===== src/rtl/sfp_pkg.sv =====
package sfp_pkg;
  localparam int unsigned DATA_W = 32;

  localparam logic [1:0] ADDR_CTRL   = 2'd0;
  localparam logic [1:0] ADDR_STATUS = 2'd1;
  localparam logic [1:0] ADDR_DATA   = 2'd2;

  localparam int unsigned ST_TX_NFULL  = 16;
  localparam int unsigned ST_RX_NEMPTY = 17;
  localparam int unsigned ST_TX_REQ    = 18;
  localparam int unsigned ST_RX_REQ    = 19;
  localparam int unsigned ST_TX_OVR    = 20;
  localparam int unsigned ST_RX_OVR    = 21;

  typedef struct packed {
    logic       tx_dma_en;
    logic       rx_dma_en;
    logic       tx_irq_en;
    logic       rx_irq_en;
    logic [3:0] tx_thr;
    logic [3:0] rx_thr;
    logic [2:0] pad;
    logic       ext;
    logic [3:0] size;
  } ctrl_t;

  localparam int unsigned CTRL_W = $bits(ctrl_t);

  // width = {ext,size}+1 -> 1..32 bits
  function automatic logic [DATA_W-1:0] width_mask(logic ext, logic [3:0] size);
    logic [5:0] w;
    w = {1'b0, ext, size} + 6'd1;
    if (w >= 6'd32) return '1;
    return (DATA_W'(1) << w) - DATA_W'(1);
  endfunction
endpackage


===== src/rtl/sfp_fifo.sv =====
module sfp_fifo #(
  parameter int unsigned DW    = 32,
  parameter int unsigned DEPTH = 16,
  localparam int unsigned AW   = $clog2(DEPTH),
  localparam int unsigned LW   = AW + 1
) (
  input  logic          clk_i,
  input  logic          rst_ni,
  input  logic          push_i,
  input  logic          pop_i,
  input  logic [DW-1:0] wdata_i,
  output logic [DW-1:0] rdata_o,
  output logic [LW-1:0] level_o,
  output logic          full_o,
  output logic          empty_o
);
  logic [DW-1:0] mem_q [DEPTH];
  logic [AW-1:0] wr_ptr_q, rd_ptr_q;
  logic [LW-1:0] level_q;
  logic          push_ok, pop_ok;

  assign full_o  = (level_q == LW'(DEPTH));
  assign empty_o = (level_q == '0);
  assign push_ok = push_i & ~full_o;
  assign pop_ok  = pop_i & ~empty_o;
  assign rdata_o = mem_q[rd_ptr_q];
  assign level_o = level_q;

  always_ff @(posedge clk_i) begin
    if (push_ok) mem_q[wr_ptr_q] <= wdata_i;
  end

  always_ff @(posedge clk_i or negedge rst_ni) begin
    if (!rst_ni) begin
      wr_ptr_q <= '0;
      rd_ptr_q <= '0;
      level_q  <= '0;
    end else begin
      if (push_ok) wr_ptr_q <= wr_ptr_q + AW'(1);
      if (pop_ok)  rd_ptr_q <= rd_ptr_q + AW'(1);
      case ({push_ok, pop_ok})
        2'b10:   level_q <= level_q + LW'(1);
        2'b01:   level_q <= level_q - LW'(1);
        default: level_q <= level_q;
      endcase
    end
  end
endmodule


===== src/rtl/sfp_regs.sv =====
module sfp_regs
  import sfp_pkg::*;
(
  input  logic              clk_i,
  input  logic              rst_ni,
  input  logic              ctrl_we_i,
  input  logic              status_we_i,
  input  logic [DATA_W-1:0] wdata_i,
  input  logic              tx_ovr_set_i,
  input  logic              rx_ovr_set_i,
  output ctrl_t             ctrl_o,
  output logic              tx_ovr_o,
  output logic              rx_ovr_o
);
  ctrl_t ctrl_q;
  logic  tx_ovr_q, rx_ovr_q;
  ctrl_t ctrl_d;

  always_comb begin
    ctrl_d     = ctrl_t'(wdata_i[CTRL_W-1:0]);
    ctrl_d.pad = '0;
  end

  always_ff @(posedge clk_i or negedge rst_ni) begin
    if (!rst_ni) begin
      ctrl_q   <= '0;
      tx_ovr_q <= 1'b0;
      rx_ovr_q <= 1'b0;
    end else begin
      if (ctrl_we_i) ctrl_q <= ctrl_d;
      // a new overflow wins over a clear in the same cycle
      if (tx_ovr_set_i)                               tx_ovr_q <= 1'b1;
      else if (status_we_i && wdata_i[ST_TX_OVR])     tx_ovr_q <= 1'b0;
      if (rx_ovr_set_i)                               rx_ovr_q <= 1'b1;
      else if (status_we_i && wdata_i[ST_RX_OVR])     rx_ovr_q <= 1'b0;
    end
  end

  assign ctrl_o   = ctrl_q;
  assign tx_ovr_o = tx_ovr_q;
  assign rx_ovr_o = rx_ovr_q;
endmodule


===== src/rtl/sport_fifo_pair.sv =====
module sport_fifo_pair
  import sfp_pkg::*;
#(
  parameter int unsigned DEPTH = 16,
  localparam int unsigned LW   = $clog2(DEPTH) + 1
) (
  input  logic              clk_i,
  input  logic              rst_ni,
  input  logic              bus_sel_i,
  input  logic              bus_we_i,
  input  logic [1:0]        bus_addr_i,
  input  logic [DATA_W-1:0] bus_wdata_i,
  output logic [DATA_W-1:0] bus_rdata_o,
  input  logic              tx_pop_i,
  output logic              tx_valid_o,
  output logic [DATA_W-1:0] tx_data_o,
  input  logic              rx_push_i,
  input  logic [DATA_W-1:0] rx_data_i,
  output logic              irq_o,
  output logic              dma_tx_req_o,
  output logic              dma_rx_req_o
);
  ctrl_t             ctrl;
  logic [DATA_W-1:0] mask;
  logic              wr_data, rd_data;
  logic [DATA_W-1:0] tx_head, rx_head;
  logic [LW-1:0]     tx_level, rx_level;
  logic              tx_full, tx_empty, rx_full, rx_empty;
  logic              tx_ovr, rx_ovr;
  logic              tx_req, rx_req;
  logic [DATA_W-1:0] status;

  assign mask    = width_mask(ctrl.ext, ctrl.size);
  assign wr_data = bus_sel_i & bus_we_i  & (bus_addr_i == ADDR_DATA);
  assign rd_data = bus_sel_i & ~bus_we_i & (bus_addr_i == ADDR_DATA);

  sfp_regs u_regs (
    .clk_i        (clk_i),
    .rst_ni       (rst_ni),
    .ctrl_we_i    (bus_sel_i & bus_we_i & (bus_addr_i == ADDR_CTRL)),
    .status_we_i  (bus_sel_i & bus_we_i & (bus_addr_i == ADDR_STATUS)),
    .wdata_i      (bus_wdata_i),
    .tx_ovr_set_i (wr_data & tx_full),
    .rx_ovr_set_i (rx_push_i & rx_full),
    .ctrl_o       (ctrl),
    .tx_ovr_o     (tx_ovr),
    .rx_ovr_o     (rx_ovr)
  );

  sfp_fifo #(.DW(DATA_W), .DEPTH(DEPTH)) u_tx_fifo (
    .clk_i   (clk_i),
    .rst_ni  (rst_ni),
    .push_i  (wr_data),
    .pop_i   (tx_pop_i),
    .wdata_i (bus_wdata_i),
    .rdata_o (tx_head),
    .level_o (tx_level),
    .full_o  (tx_full),
    .empty_o (tx_empty)
  );

  sfp_fifo #(.DW(DATA_W), .DEPTH(DEPTH)) u_rx_fifo (
    .clk_i   (clk_i),
    .rst_ni  (rst_ni),
    .push_i  (rx_push_i),
    .pop_i   (rd_data),
    .wdata_i (rx_data_i & mask),
    .rdata_o (rx_head),
    .level_o (rx_level),
    .full_o  (rx_full),
    .empty_o (rx_empty)
  );

  // tx masked at the output so a width change applies to queued samples too
  assign tx_valid_o = ~tx_empty;
  assign tx_data_o  = tx_empty ? '0 : (tx_head & mask);

  assign rx_req = (rx_level >= (LW'(ctrl.rx_thr) + LW'(1)));
  assign tx_req = (tx_level <= LW'(ctrl.tx_thr));

  assign irq_o        = (rx_req & ctrl.rx_irq_en) | (tx_req & ctrl.tx_irq_en);
  assign dma_rx_req_o = rx_req & ctrl.rx_dma_en;
  assign dma_tx_req_o = tx_req & ctrl.tx_dma_en;

  always_comb begin
    status               = '0;
    status[LW-1:0]       = tx_level;
    status[8 +: LW]      = rx_level;
    status[ST_TX_NFULL]  = ~tx_full;
    status[ST_RX_NEMPTY] = ~rx_empty;
    status[ST_TX_REQ]    = tx_req;
    status[ST_RX_REQ]    = rx_req;
    status[ST_TX_OVR]    = tx_ovr;
    status[ST_RX_OVR]    = rx_ovr;
  end

  always_comb begin
    bus_rdata_o = '0;
    if (bus_sel_i && !bus_we_i) begin
      case (bus_addr_i)
        ADDR_CTRL:   bus_rdata_o = DATA_W'(ctrl);
        ADDR_STATUS: bus_rdata_o = status;
        ADDR_DATA:   bus_rdata_o = rx_empty ? '0 : rx_head;
        default:     bus_rdata_o = '0;
      endcase
    end
  end
endmodule


===== config.mk =====
export PLATFORM = sky130hd
export DESIGN_NAME = sport_fifo_pair
export DESIGN_NICKNAME = d
export VERILOG_FILES = /design/src/rtl/sfp_pkg.sv /design/src/rtl/sfp_fifo.sv /design/src/rtl/sfp_regs.sv /design/src/rtl/sport_fifo_pair.sv
export SDC_FILE = /design/constraint.sdc
export NUM_CORES = 1
export LEC_CHECK = 0
export ABC_AREA = 1
export BUFFER_PORTS_ARGS = -buffer_cell sky130_fd_sc_hd__buf_2
export CORE_ASPECT_RATIO = 1.2
export CORE_MARGIN = 2
export CORE_UTILIZATION = 45
export DETAILED_ROUTE_END_ITERATION = 8
export HOLD_SLACK_MARGIN = 0.03
export PLACE_DENSITY = 0.61
export SETUP_SLACK_MARGIN = 0.4
export SYNTH_ARGS = -nofsm -noshare
export SYNTH_HDL_FRONTEND = slang
export SYNTH_SLANG_ARGS = --single-unit

===== constraint.sdc =====
create_clock -name clk_i -period 3.2 [get_ports clk_i]
set_input_delay 0.16 -clock clk_i [delete_from_list [all_inputs] [get_ports clk_i]]
set_output_delay 0.16 -clock clk_i [all_outputs]
set_load 0.005 [all_outputs]

Yosys cells after proc, flatten, opt, wreduce, memory -nomap -nowiden

Memories as Yosys holds them, arrays and structs flattened.
Index checks and enable logic that the tools add are counted.

Input bits: 72
Memories: 2
Logic and storage cells: 93
Bits in registers: 45
Memory bits (writable): 1024

Add/subtract/negate cells: 11
Bitwise gates (word level): 24
Muxes and demuxes: 17
Order comparisons: 3
Eq/ne operators: 8
Shift operators: 1
Reductions and logical operators: 11

Memory list:

| memory          | words | width | read ports | clocked after Yosys merged registers in | wr ports | line           | RTL |
|---|---|---|---|---|---|---|---|
| u_rx_fifo.mem_q | 16    | 32    | 1          | 0                                       | 1        | sfp_fifo.sv:17 | `logic [DW-1:0] mem_q [DEPTH];` |
| u_tx_fifo.mem_q | 16    | 32    | 1          | 0                                       | 1        | sfp_fifo.sv:17 |  |

Operator list:

| cell                                                                   | count |
|---|---|
| 32-bit two-way mux                                                     | 5 |
| 32-bit case mux with 3 select lines                                    | 1 |
| 32-bit AND                                                             | 2 |
| 1-bit by 6-bit << shifter with 32-bit output (first input constant)    | 1 |
| 32-bit by 2-bit subtractor with 32-bit output (second input constant)  | 1 |
| 5-bit case mux with 2 select lines                                     | 2 |
| 4-bit by 1-bit adder with 4-bit output (second input constant)         | 4 |
| 1-bit AND                                                              | 16 |
| 5-bit by 1-bit adder with 5-bit output (second input constant)         | 2 |
| 5-bit equality test (second input constant)                            | 2 |
| 5-bit logical NOT                                                      | 2 |
| 5-bit by 1-bit subtractor with 5-bit output (second input constant)    | 2 |
| 1-bit two-way mux                                                      | 9 |
| 2-bit nonzero test                                                     | 4 |
| 5-bit by 1-bit adder with 6-bit output (second input constant)         | 1 |
| 2-bit by 1-bit equality test with 1-bit output (second input constant) | 3 |
| 2-bit equality test (second input constant)                            | 3 |
| 6-bit greater-or-equal comparator (second input constant)              | 1 |
| 4-bit by 1-bit adder with 5-bit output (second input constant)         | 1 |
| 5-bit greater-or-equal comparator                                      | 1 |
| 5-bit by 4-bit <= comparator with 1-bit output                         | 1 |
| 1-bit inverter                                                         | 5 |
| 1-bit logical AND                                                      | 3 |
| 2-bit logical NOT                                                      | 1 |
| 2 further kinds                                                        | 2 |

Longest topological paths before layout

Word-level depth: 6
Gate-level depth with buffers: 18

Modules after synthesis

From an unflattened synthesis, not the netlist that was laid out.

Cells, all modules: 4821
Area, all modules: 47584.4 µm²

Modules (own cells, without submodules):

| module               | times used | area an instance (µm²) | cells each |
|---|---|---|---|
| sfp_fifo (u_tx_fifo) | 1          | 22191.3                | 2113 |
| sfp_fifo (u_rx_fifo) | 1          | 22187.5                | 2113 |
| sport_fifo_pair      | 1          | 2441.1                 | 510 |
| sfp_regs             | 1          | 764.5                  | 85 |

Worst setup path after synthesis

OpenSTA, ideal clock, no wires.

Kind: register -> register
From: register u_tx_fifo.level_q[4] (netlist: u_tx_fifo.level_o[4])
To: memory u_tx_fifo.mem_q[11][0] (enable)
Cell stages (with the launch flop): 7
Data required time: 2779 ps
Clock period less this slack: 2750 ps
Path slack: 450 ps
Data arrival time: 2329 ps
Library setup time: 421 ps
Buffers on the path: 1
Path through: dfrtp_1 clkbuf_1 nand2_1 nand2_1 inv_1 nand2_1 nor2_1

Longest elaborated chain between the ends: 5

Ends and longest elaborated chain:

| element                                 | line           | RTL |
|---|---|---|
| from (decl)                             | sfp_fifo.sv:19 | `logic [LW-1:0] level_q;` |
| from (signal assigned)                  | sfp_fifo.sv:42 | `2'b10: level_q <= level_q + LW'(1);` |
| from (signal assigned)                  | sfp_fifo.sv:43 | `2'b01: level_q <= level_q - LW'(1);` |
| from (signal assigned)                  | sfp_fifo.sv:44 | `default: level_q <= level_q;` |
| 5-bit equality test                     | sfp_fifo.sv:22 | `assign full_o = (level_q == LW'(DEPTH));` |
| 1-bit inverter                          | sfp_fifo.sv:24 | `assign push_ok = push_i & ~full_o;` |
| 1-bit AND                               | sfp_fifo.sv:24 |  |
| 1-bit two-way mux                       | sfp_fifo.sv:30 | `if (push_ok) mem_q[wr_ptr_q] <= wdata_i;` |
| 1-bit two-way mux (implied by the code) | sfp_fifo.sv:30 |  |
| to (decl)                               | sfp_fifo.sv:17 |  |

No other way between the ends.

Worst setup path in the final report

From: register u_tx_fifo.rd_ptr_q[0]
To: output port tx_data_o[14]

Longest elaborated chain between the ends: 3

Ends and longest elaborated chain:

| element                | line                  | RTL |
|---|---|---|
| from (decl)            | sfp_fifo.sv:18        | `logic [AW-1:0] wr_ptr_q, rd_ptr_q;` |
| from (signal assigned) | sfp_fifo.sv:40        | `if (pop_ok) rd_ptr_q <= rd_ptr_q + AW'(1);` |
| memory 16 x 32 bit     | n/a                   |  |
| 32-bit AND             | sport_fifo_pair.sv:76 | `assign tx_data_o = tx_empty ? '0 : (tx_head & mask);` |
| 32-bit two-way mux     | sport_fifo_pair.sv:76 |  |
| to (decl)              | sport_fifo_pair.sv:16 | `output logic [DATA_W-1:0] tx_data_o,` |

No other way between the ends.

==> impl_metrics.py <==
metrics = {
    "hold_path": {
        "hp-class": "in2reg",
        "worstHoldStart": "rx_data_i[10]",
        "min_path_cells": 3,
        "hold_end": "u_rx_fifo.mem_q[12][10]",
    },
    "sta": {
        "slew_viol_final": 0,
        "period_needed_ns": 2.934,
        "worst_pin_slew_ns": 1.286,
        "finalSetupTns_ns": 0,
        "rsz0062_at_grt": "yes",
        "slew_headroom_pct": 13.98,
        "finalHoldViolations": 0,
        "skew_ns": 0.03457,
        "max_freq_mhz": 340.8,
        "setup_viol": 0,
        "post-route-period-util_pct": 91.68,
    },
    "grt": {
        "antenna_found_initial": 11,
        "overflow": 0,
        "grt_pass1_vias": 29860,
        "grt_max_degree": 58,
        "grt_pass1_wl_mm": 200.8,
        "grtUsageTotal_pct": 27.07,
    },
    "detailed_routing": {
        "topRoutingLayerUsed": "met5",
        "wl_mm": 148.4,
        "via_per_inst": 6.049,
        "ant_nets": 0,
        "met2_length_mm": 73.19,
        "drt_iter0_markers": 3753,
        "wl_per_cell_um": 27.67,
        "wl_met1_mm": 55.39,
        "first_pass_iters": 6,
        "drc": 0,
        "route.vias.total": 32430,
        "met3_length_mm": 13.09,
    },
    "cells_and_area": {
        "nets": 4107,
        "final_common_cell": "edfxtp_1",
        "layout_common_cells": "1,024 x edfxtp_1, 618 x nand2_1, 274 x a21oi_1, 206 x nor2_1, 178 x buf_4",
        "final_layout_size_suffix_gt1_share_pct": 27.95,
        "fin_area_mm2": 0.05723,
        "area_growth_syn_to_layout_pct": 29.71,
    },
    "logic_synthesis": {
        "netlist_area_mm2": 0.04412,
        "synth-seq-cells": 1069,
        "synth_edf_count": 1024,
        "avgSynthCellArea_um2": 12.39,
        "synth_top_flop_cell": "edfxtp_1",
        "synthCells": 3560,
        "yosys_warnings": 0,
        "async_flop_share_pct": 4.210,
        "syn-num-nets": 3663,
        "synth-seq-area-share_pct": 72.24,
        "synth_cell_type_count": 53,
    },
    "die": {
        "initial_core_util_pct": 45.50,
        "io_pins": 140,
        "die_height_um": 347.0,
        "rows": 125,
        "core_mm2": 0.09697,
        "dieArea_mm2": 0.1006,
        "die_w_um": 289.9,
    },
    "critical_path": {
        "critPathTopFamily": "buffers and inverters",
        "cpMaxStageDelayCell": "dfrtp_4",
        "r2r_cells": 15,
        "required_ns": 3.04,
        "crit_chain": "buf_12, clkinv_16, buf_16, buf_12, buf_16, buf_12, nand2_2, nand3_2, nand3_2, nand3_2, nand3_4, nor2_4, buf_6",
        "reg2reg_from": "u_regs.ctrl_o[0]",
        "critPathCaptureType": "output port",
        "worstSetupPathType": "reg2out",
        "r2r-end": "u_rx_fifo.mem_q[12][30]",
        "cp_num_buf_inv": 7,
        "start_kind": "flop",
        "cpPeakStageDelay_ns": 0.50,
        "ff2ff_setup_slack_ns": 0.49,
        "crit_fanout": 8,
        "worstPathArrival_ns": 2.77,
    },
    "clocking": {
        "cts.sinks": 1069,
        "clock-root-buffer": "clkbuf_16",
        "cts_tree": "built",
        "cts_buffer_depth": 3,
        "h-tree-depth": 3,
        "numCtsBuffers": 104,
        "clk_latency_ns": 0.68,
        "clkSlewWorstSetupHoldPaths_ns": 0.06,
    },
    "power_and_ir_drop": {
        "power_density_mw_per_mm2": 941.2,
        "irDropWorstVdd_v": 0.0006759,
        "power.leakage_nw": 20.77,
    },
    "outcome": {
        "status": "finished, final reports clean",
    },
    "placed_design": {
        "dpl_cell_area_mm2": 0.04725,
        "gp_congestion": 0.9174,
        "dp_hpwl_mm": 76.77,
        "io_buffers": 139,
    },
    "flow_run": {
        "maxCapViolations": 0,
    },
}
## sequential cells by signal, indices dropped and copies added (netlist names)
register,count
u_rx_fifo.mem_q,512
u_tx_fifo.mem_q,512
u_regs.ctrl_o,17
u_rx_fifo.level_o,5
u_tx_fifo.level_o,5
u_rx_fifo.rd_ptr_q,4
u_rx_fifo.wr_ptr_q,4
u_tx_fifo.rd_ptr_q,4
u_tx_fifo.wr_ptr_q,4
u_regs.rx_ovr_o,1
u_regs.tx_ovr_o,1
## timing repair
item | 4_1_cts | 5_1_grt
endpoints found under the hold margin | 623 | 43
cloned | 35 | 51
setup endpoints to repair | 153 | 149
pin swaps | 77 | 206
hold buffers | 44 | 3
resized for setup | 303 | 384
setup buffers | 76 | 80
## Yosys cell counts, types with 2 or more instances
| cell type | count | area share (%) |
|---|---|---|
| buf_2 | 66 | 0.75 |
| a221oi_1 | 5 | 0.099 |
| o21ai_0 | 187 | 2.1 |
| edfxtp_1 | 1024 | 70 |
| nand4_1 | 22 | 0.31 |
| o31ai_1 | 3 | 0.051 |
| clkbuf_1 | 127 | 1.1 |
| ha_1 | 29 | 0.82 |
| nor2_4 | 3 | 0.077 |
| fa_1 | 2 | 0.091 |
| o211ai_1 | 34 | 0.58 |
| buf_1 | 26 | 0.22 |
| o21ai_1 | 16 | 0.18 |
| a31o_2 | 26 | 0.52 |
| buf_4 | 5 | 0.085 |
| o311ai_0 | 2 | 0.040 |
| a21oi_1 | 321 | 3.6 |
| clkinv_1 | 3 | 0.026 |
| inv_1 | 121 | 1.0 |
| nor2_2 | 7 | 0.099 |
| o221ai_1 | 63 | 1.3 |
| nor2_1 | 307 | 2.6 |
| nand3_1 | 173 | 2.0 |
| xnor2_1 | 3 | 0.060 |
| nand3_2 | 3 | 0.068 |
| a22oi_1 | 107 | 1.8 |
| xor2_1 | 15 | 0.30 |
| nand2_1 | 687 | 5.8 |
| a32o_1 | 2 | 0.045 |
| a21boi_0 | 2 | 0.034 |
| inv_2 | 10 | 0.085 |
| a221o_1 | 4 | 0.091 |
| mux2i_1 | 2 | 0.045 |
| a31oi_1 | 13 | 0.18 |
| buf_6 | 4 | 0.10 |
| dfrtp_1 | 45 | 2.6 |
| mux2_2 | 7 | 0.18 |
| o22ai_1 | 62 | 0.88 |
| and3_1 | 2 | 0.028 |
| nor3_1 | 7 | 0.079 |
## power by group
group	total [mW]	switching, mW	internal [mW]
Sequential	17.1	0.541	16.6
Clock	11.9	5.27	6.67
Combinational	24.8	14.7	10.1
## final cells by class
class | instances | area, um2
Sequential cell | 1069 | 31910
Tap cell | 1270 | 1589
Timing Repair Buffer | 562 | 6738
Antenna cell | 2 | 5.005
Clock buffer | 128 | 2786
Clock inverter | 63 | 515.5
Fill cell | 7534 | 39730
Multi-Input combinational cell | 2129 | 13020
Inverter | 134 | 593.1
Timing Repair inverter | 4 | 78.83
## how the worst max path moves through the flow
stage / startpoint / endpoint / depth (start not counted)
5_1_grt: u_regs.ctrl_o[2] / tx_data_o[24] / 15
3_5_place_dp: u_tx_fifo.rd_ptr_q[0] / tx_data_o[14] / 10
2_1_floorplan: u_tx_fifo.level_o[4] / u_tx_fifo.mem_q[11][0] / 6
4_1_cts: u_regs.ctrl_o[9] / bus_rdata_o[19] / 13
6_report: u_tx_fifo.rd_ptr_q[0] / tx_data_o[14] / 13
3_3_place_gp: u_tx_fifo.rd_ptr_q[0] / tx_data_o[14] / 10
## routing by layer
metal	GRT usage (%)	up-vias
li1	-	13990
met1	35.19	16260
met2	45.46	1814
met3	4.103	357
met4	11.51	8
met5	0	-
## cells by family (layout without fill, tap and decap cells)
kind of cell	count (synthesis)	in the layout	synth area share, %
AND/OR/NAND/NOR	1217	1217	11.24
flip-flops	1069	1069	72.24
AO/OA/AOI/OAI	853	853	11.64
buffers and inverters	362	891	3.377
adder cells (fa/ha/maj)	31	31	0.9131
XOR/XNOR	18	18	0.3573
multiplexers	9	9	0.2240
other	1	3	0.008499
## through the flow
stage	instances	total power, mW	hold slack, ns	utilization [%]	worst slack (ns)
6_report	5361	53.87	0.02746	59.02	0.2661
5_1_grt	5360	55.89	0.03291	59.02	0.1739
4_1_cts	5225	49.10	0.03898	55.54	0.3025
3_5_place_dp	4879	32.99	0.2679	48.73	0.1073
3_3_place_gp	4879	32.87	0.2645	48.73	0.07869
2_1_floorplan	3560	26.80	-0.1356	-	0.4503
## tightest hold or removal path, stage by stage
cell and delay [ns]:
buf_2 0.10, inv_1 0.10, nor2_2 0.14
Power figures use the tool's default switching activity.
